===== config.mk =====
export PLATFORM = sky130hd
export DESIGN_NAME = ucode_fetch_seq
export DESIGN_NICKNAME = d
export VERILOG_FILES = /design/src/rtl/ufs_pkg.sv /design/src/rtl/ufs_step_ctr.sv /design/src/rtl/ufs_phase_ctl.sv /design/src/rtl/ufs_regs.sv /design/src/rtl/ucode_fetch_seq.sv
export SDC_FILE = /design/constraint.sdc
export NUM_CORES = 1
export LEC_CHECK = 0
export ABC_AREA = 1
export BUFFER_PORTS_ARGS = -buffer_cell sky130_fd_sc_hd__buf_4
export CAP_MARGIN = 20
export CORE_ASPECT_RATIO = 0.5
export CORE_MARGIN = 10
export CORE_UTILIZATION = 40
export CTS_BUF_LIST = sky130_fd_sc_hd__clkbuf_8 sky130_fd_sc_hd__clkbuf_16
export DETAILED_ROUTE_END_ITERATION = 8
export PLACE_DENSITY_LB_ADDON = 0.08
export SETUP_SLACK_MARGIN = 0.15
export SYNTH_ARGS = -nofsm -noshare
export SYNTH_HDL_FRONTEND = slang
export SYNTH_SLANG_ARGS = --single-unit

===== constraint.sdc =====
create_clock -name clk -period 1.2 [get_ports clk]
set_input_delay 0.18 -clock clk [delete_from_list [all_inputs] [get_ports clk]]
set_output_delay 0.18 -clock clk [all_outputs]
set_load 0.03 [all_outputs]

===== src/rtl/ufs_pkg.sv =====
package ufs_pkg;
  localparam int OP_W    = 8;
  localparam int STEP_W  = 3;
  localparam int MI_W    = 16;
  localparam int END_BIT = 0;
  localparam int ADDR_W  = OP_W + STEP_W;
  localparam logic [OP_W-1:0] BRK_OP = '0;

  // microcode store address: opcode in the upper bits, step below
  function automatic logic [ADDR_W-1:0] ucode_addr(input logic [OP_W-1:0] op,
                                                   input logic [STEP_W-1:0] step);
    return {op, step};
  endfunction

  function automatic logic [STEP_W-1:0] step_next(input logic [STEP_W-1:0] step);
    return step + STEP_W'(1);
  endfunction

  function automatic logic is_last_slot(input logic [STEP_W-1:0] step);
    return step == {STEP_W{1'b1}};
  endfunction
endpackage


===== src/rtl/ufs_step_ctr.sv =====
module ufs_step_ctr
  import ufs_pkg::*;
(
  input  logic              clk,
  input  logic              rst,
  input  logic              clr_i,
  input  logic              adv_i,
  output logic [STEP_W-1:0] step_o,
  output logic              last_o
);
  logic [STEP_W-1:0] step_q;
  logic              last_q;

  always_ff @(posedge clk) begin
    if (rst || clr_i) begin
      step_q <= '0;
      last_q <= 1'b0;
    end else if (adv_i) begin
      last_q <= is_last_slot(step_q);
      step_q <= step_next(step_q);
    end
  end

  assign step_o = step_q;
  assign last_o = last_q;
endmodule


===== src/rtl/ufs_phase_ctl.sv =====
module ufs_phase_ctl (
  input  logic clk,
  input  logic rst,
  input  logic end_i,
  output logic op_phase_o
);
  logic op_phase_q;

  always_ff @(posedge clk) begin
    if (rst)             op_phase_q <= 1'b1;
    else if (op_phase_q) op_phase_q <= 1'b0;
    else                 op_phase_q <= end_i;
  end

  assign op_phase_o = op_phase_q;
endmodule


===== src/rtl/ufs_regs.sv =====
module ufs_regs
  import ufs_pkg::*;
(
  input  logic            clk,
  input  logic            rst,
  input  logic            ld_ir_i,
  input  logic [OP_W-1:0] ir_d_i,
  input  logic            ld_mir_i,
  input  logic [MI_W-1:0] mir_d_i,
  output logic [OP_W-1:0] ir_o,
  output logic [MI_W-1:0] mir_o
);
  logic [OP_W-1:0] ir_q;
  logic [MI_W-1:0] mir_q;

  always_ff @(posedge clk) begin
    if (rst) begin
      ir_q  <= BRK_OP;
      mir_q <= '0;
    end else begin
      if (ld_ir_i)  ir_q  <= ir_d_i;
      if (ld_mir_i) mir_q <= mir_d_i;
    end
  end

  assign ir_o  = ir_q;
  assign mir_o = mir_q;
endmodule


===== src/rtl/ucode_fetch_seq.sv =====
module ucode_fetch_seq
  import ufs_pkg::*;
(
  input  logic              clk,
  input  logic              rst,
  input  logic [OP_W-1:0]   mem_data_i,
  input  logic [MI_W-1:0]   ucode_data_i,
  output logic [ADDR_W-1:0] ucode_addr_o,
  output logic              mem_rd_o,
  output logic [OP_W-1:0]   ir_o,
  output logic [MI_W-1:0]   mir_o,
  output logic              sel_op_o
);
  logic              op_phase;
  logic [STEP_W-1:0] step;
  logic              last_slot;
  logic              mi_end;
  logic              ld_mir;

  // named internal events
  assign mi_end = !op_phase && (mir_o[END_BIT] || last_slot);
  assign ld_mir = !mi_end;

  ufs_phase_ctl u_phase (
    .clk        (clk),
    .rst        (rst),
    .end_i      (mi_end),
    .op_phase_o (op_phase)
  );

  ufs_step_ctr u_step (
    .clk    (clk),
    .rst    (rst),
    .clr_i  (mi_end),
    .adv_i  (ld_mir),
    .step_o (step),
    .last_o (last_slot)
  );

  ufs_regs u_regs (
    .clk      (clk),
    .rst      (rst),
    .ld_ir_i  (mi_end),
    .ir_d_i   (mem_data_i),
    .ld_mir_i (ld_mir),
    .mir_d_i  (ucode_data_i),
    .ir_o     (ir_o),
    .mir_o    (mir_o)
  );

  assign ucode_addr_o = rst ? '0 : ucode_addr(ir_o, step);
  assign mem_rd_o     = !rst && mi_end;
  assign sel_op_o     = op_phase;
endmodule


==> flow_summary.toml, run 1 <==
[status]
status = "finished clean"

[floorplan]
dieArea_um2 = 5680
core_area_um2 = 2720
fp-row-count = 13
io_pins = 63
die_y_um = 58.5
start_util_pct = 43.7
die_x_um = 97.1

[detailed_routing]
drtIter0Drc = 61
vias_per_cell = 4.93
vias = 1286
drc = 0
wirelength_mm = 3.94
firstDrtPassIters = 4
ant_nets = 0
wl_per_cell_um = 15.1

[job]
cap_violations = 0

[global_route]
grt_pass1_wl_mm = 5.65
grt_pass1_vias = 1162
grt_use_total_pct = 12.1
antenna_found_initial = 0
grt-ovfl-total = 0
grt_start_max_net_pins = 25

[placement]
gp_congestion = 0.689
numPortBuffers = 62
dp_hpwl_mm = 2.67

[sta]
setup_viol = 0
period_needed_ns = 1.16
hold_viol = 0
tightestPinTransition_ns = 0.245
fmax_mhz = 865
clock_skew_ns = 0.00599
period_share_pct = 96.4
slew_headroom_pct = 83.6
grt_setup_unrepaired = "yes"
fin_setup_tns_ns = 0
whs_ns = 0.108
final_max_slew_viol_count = 0

[critical_path]
crit_type = "reg -> out"
crit_path_start_kind = "register"
crit_fanout = 4
cp-end-kind = "output port"
critical_path.slowest_cell = "dfxtp_4"
arrival_ns = 0.98
required_ns = 1.02
max_stage_delay_ns = 0.36
crit_chain = "o21ai_4 -> nor2_4 -> buf_6"

[clocking]
cts_sinks = 29
root_buffer = "clkbuf_8"
cts_hold_buf = 0
h-tree-depth = 2
clockBufferDepth = 2
cts_buffers = 5
path_clk_slew_ns = 0.07
tritoncts = "built"
clk_latency_ns = 0.28

[final_layout]
nFillCells = 214
nets = 251
diodes = 0
drive_gt1_share_pct = 54.0
syn_to_final_growth_pct = 72.7
sequential_cell_area_um2 = 599
multi_input_area_um2 = 547

[power_and_ir_drop]
peakVddDrop_mv = 1.46
cellLeakagePower_nw = 1.03
power_density_nw_per_um2 = 1260

[synth]
ys.warnings.count = 0
synth_nets = 180
ys_ff_latch = 29
ys_types = 13
ys_seq_area_share_pct = 48.9
syn_area_um2 = 1190
avgSynthCellArea_um2 = 7.81
synth_cells = 152

[worst_hold_path]
holdCritPathClass = "in -> reg"
## worst paths after layout
check	start	end	slack (ns)	cells past startpoint
setup / recovery	u_regs.mir_o[0]$_SDFFE_PP0N_	mem_rd_o	0.04	3
hold / removal	ucode_data_i[9]	u_regs.mir_o[9]$_SDFFE_PP0N_	0.11	3
setup reg to reg	u_regs.mir_o[0]$_SDFFE_PP0N_	u_regs.mir_o[8]$_SDFFE_PP0N_	0.04	6
hold reg to reg	u_step.step_o[0]$_SDFFE_PP0N_	u_step.step_o[0]$_SDFFE_PP0N_	0.41	1
## per-layer routing
metal | vias up | share of wire [%] | global-route usage (%)
met3 | 6 | 8.0 | 6.29
met1 | 591 | 42 | 13.2
met2 | 42 | 49 | 20.6
met4 | 0 | 1.1 | 3.13
li1 | 647 | - | -
met5 | - | 0 | 0
## metrics by stage
step	instances	util, %	power [mW]	cell area [um^2]	setup WS [ns]
after global routing	261	75.5	2.69	2050	0.000390
final	261	75.5	2.59	2050	0.0433
after floorplan	152	-	1.33	1220	0.0749
after detailed placement	246	63.1	1.52	1710	0.129
after global placement	246	63.1	1.52	1710	0.162
after CTS	256	70.2	2.57	1910	0.0203
## Yosys cell counts
cell | count | area, um^2
nand2_2 | 1 | 6.26
clkbuf_1 | 4 | 15.0
buf_4 | 5 | 37.5
nand3_1 | 24 | 120
o21ai_4 | 1 | 16.3
ha_1 | 2 | 25.0
inv_2 | 2 | 7.51
inv_1 | 16 | 60.1
nor2_1 | 16 | 60.1
nand4_1 | 24 | 150
buf_2 | 3 | 15.0
dfxtp_1 | 29 | 581
nand2_1 | 25 | 93.8
## cells in the final DEF (no fill, tap or decap), drive strengths merged
master  instances
buf            74
nand4          24
clkbuf          8
nor2           16
o21ai           1
bufinv          1
nand2          26
inv            19
dfxtp          29
ha              2
nand3          24
## registers in the layout, indices dropped and copies added, names as in the netlist
register / cells
u_step.step_o: 3
u_phase.op_phase_o: 1
u_regs.mir_o: 16
u_step.last_o: 1
u_regs.ir_o: 8
## worst max-delay path: cells and delay by family, from the launching register on
family | cells | cell delay, ns
flops | 1 | 0.36
compound gates | 1 | 0.16
buf+inv | 1 | 0.14
simple gates | 1 | 0.04
## kinds of logic after synthesis
family                   count (synthesis)  synth area share, %
adder cells (fa/ha/maj)                  2                 2.11
flip-flops                              29                 48.9
AND/OR/NAND/NOR                         90                 36.2
AO/OA/AOI/OAI                            1                 1.37
buffers and inverters                   30                 11.4
## where the power goes
group / internal, mW / total, mW / switching, mW
combinational: 0.216 / 0.507 / 0.291
sequential: 1.02 / 1.06 / 0.0365
clock: 0.667 / 1.03 / 0.360
## final cells by class
type | instances | area share (%)
Multi-Input combinational cell | 93 | 26.7
Clock buffer | 6 | 4.03
Timing Repair Buffer | 76 | 32.9
Sequential cell | 29 | 29.2
Inverter | 18 | 3.29
Clock inverter | 2 | 1.65
Tap cell | 37 | 2.26
## what timing repair did
action / CTS / global route
setup buffers: 2 / 2
gates resized for setup: 24 / 19
setup endpoints to repair: 36 / 35
pin swaps: 3 / 7
cloned: 0 / 3
Power figures use the tool's default switching activity.
==> run 2, diff against run 1 <==
- CTS_BUF_LIST: sky130_fd_sc_hd__clkbuf_8 sky130_fd_sc_hd__clkbuf_16 -> unset
- SYNTH_HIERARCHICAL: unset -> 1
==> flow_summary.toml, run 2 <==
[status]
status = "finished clean"

[synth]
synth_flop_cell = "dfxtp_1"
ys_ff_latch = 29
yosysTopAreaCellShare_pct = 42.4
synth-edff-count = 0
post-synth-top-count-cell = "nor2_1"
syn_area_um2 = 1370
synth-async-reset-ratio_pct = 0
ys_types = 13
synth_cells = 214
avgSynthCellArea_um2 = 6.40
yosysTopAreaCell = "dfxtp_1"
ys_seq_area_share_pct = 42.4
synth_common_cells = "67 x nor2_1, 55 x nand2_1, 44 x inv_1"
synthTopCellsByArea = "dfxtp_1 42%, nor2_1 18%, nand2_1 15%"
synth_nets = 242
ys.warnings.count = 6

[sta]
slew_headroom_pct = 80.0
tightestPinTransition_ns = 0.299
final_max_slew_viol_count = 0
period_needed_ns = 1.19
hold_viol = 0
final.setup.worst_slack_ns = 0.0129
period_share_pct = 98.9
clock_skew_ns = 0.00384
fmax_mhz = 842
setup_viol = 0
grt_setup_unrepaired = "yes"

[floorplan]
io_pins = 63
fp-row-count = 14
start_util_pct = 43.7
core_area_um2 = 3140
die_y_um = 61.4
dieArea_um2 = 6300
die_x_um = 103

[placement]
gp_congestion = 0.758
numPortBuffers = 62
pre_cts_slack_ns = 0.0798
dp_hpwl_mm = 2.55

[detailed_routing]
ant_nets = 0
vias = 1407
vias_per_cell = 4.21
firstDrtPassIters = 4
wirelength_mm = 3.99
drc = 0
wl_per_cell_um = 11.9
drtIter0Drc = 12

[clocking]
clk_latency_ns = 0.28
cts_buffers = 5
h-tree-depth = 2
path_clk_slew_ns = 0.06
cts_sinks = 29
clockBufferDepth = 2
tritoncts = "built"
root_buffer = "clkbuf_8"

[final_layout]
nets = 321
final_common_cell = "buf_4"
drive_gt1_share_pct = 52.4
syn_to_final_growth_pct = 70.1
fin_util_pct = 74.3
mostFrequentLayoutCells = "60 x buf_4, 46 x nand2_1, 44 x nor2_1"
largest_reg_flops = 16
diodes = 0
nFillCells = 239

[critical_path]
crit_path_start_kind = "register"
critPathTopFamily = "flip-flops"
crit_chain = "nor2_4 -> nor3_2 -> buf_4"
crit_type = "reg -> out"
max_stage_delay_ns = 0.36
crit_fanout = 2
cp-end-kind = "output port"
critPathBufInv = 1
required_ns = 1.02
critical_path.slowest_cell = "dfxtp_4"
arrival_ns = 1.01

[power_and_ir_drop]
p_total_mw = 2.75
cellLeakagePower_nw = 1.32
power_density_nw_per_um2 = 1180
peakVddDrop_mv = 0.764

[global_route]
grt_start_max_net_pins = 25
grt_pass1_vias = 1396
antenna_found_initial = 0
grt-ovfl-total = 0
grt_use_total_pct = 13.0
grt_pass1_wl_mm = 6.35

[worst_hold_path]
holdCritPathClass = "in -> reg"

[job]
cap_violations = 0
-- run 2: changes by cell type after synthesis, moves of 4 or more --
cell	change
nand3_1	-24
inv_1	+28
nor2_1	+51
buf_4	-4
clkbuf_1	-4
nand2_1	+30
nand4_1	-24
buf_6	+6
-- run 2: per-layer routing --
| layer | global-route usage, % | share of wire (%) |
|---|---|---|
| met5 | 0 | 0 |
| met4 | 4.13 | 0.53 |
| met3 | 6.26 | 9.6 |
| met2 | 24.5 | 50 |
| met1 | 12.8 | 39 |
-- run 2: path summary, 6_finish.rpt --
kind,slack (ns),endpoint,from,cells after the start
hold / removal,0.19,u_regs/mir_o[0]$_SDFFE_PP0P_,ucode_data_i[0],5
setup / recovery,0.01,mem_rd_o,u_regs/mir_o[0]$_SDFFE_PP0P_,3
hold reg to reg,0.49,u_regs/mir_o[4]$_SDFFE_PP0P_,u_regs/mir_o[4]$_SDFFE_PP0P_,2
setup reg to reg,0.05,u_regs/mir_o[12]$_SDFFE_PP0P_,u_regs/mir_o[0]$_SDFFE_PP0P_,7
-- run 2: layout make-up --
type	instances	area [um^2]	share of cell area, %
Inverter	45	171	7.36
Multi-Input combinational cell	131	671	28.8
Sequential cell	29	601	25.8
Clock inverter	2	10.0	0.430
Tap cell	40	50.0	2.15
Clock buffer	6	72.6	3.12
Timing Repair Buffer	81	753	32.3
-- run 2: worst reg2reg max path, stage by stage (launching register included) --
cell	delay, ns
dfxtp_4	0.36
nor2_4	0.04
nor2_4	0.11
inv_4	0.08
buf_4	0.16
buf_16	0.15
nor2_1	0.09
nor2_1	0.05
-- run 2: report_power, final --
| part | switching, mW | internal [mW] |
|---|---|---|
| clock | 0.366 | 0.401 |
| combinational | 0.478 | 0.389 |
| sequential | 0.0619 | 1.05 |
| total | 0.905 | 1.84 |
-- run 2: cell families after synthesis --
group,Yosys count,share of synthesized area [%]
fa+ha+maj,2,1.83
buf+inv,54,19.2
flops,29,42.4
simple gates,129,36.6
-- run 2: stage by stage --
stage	setup TNS [ns]	area, um^2	cells	hold slack, ns
after global routing	-0.136	2330	334	0.193
after floorplan	0	1430	214	0.272
after detailed placement	0	1870	310	0.473
after global placement	0	1870	310	0.460
after CTS	0	2250	333	0.183
final	0	2330	334	0.188
-- run 2: timing repair --
item                                    in CTS  in global routing
endpoints found under the setup margin      38                 41
buffers inserted                            12                  1
cloned                                       3                  0
resized for setup                           46                 31
hold endpoints to repair                     0                  0
hold buffers                                 0                  0
pin swaps                                    9                 11
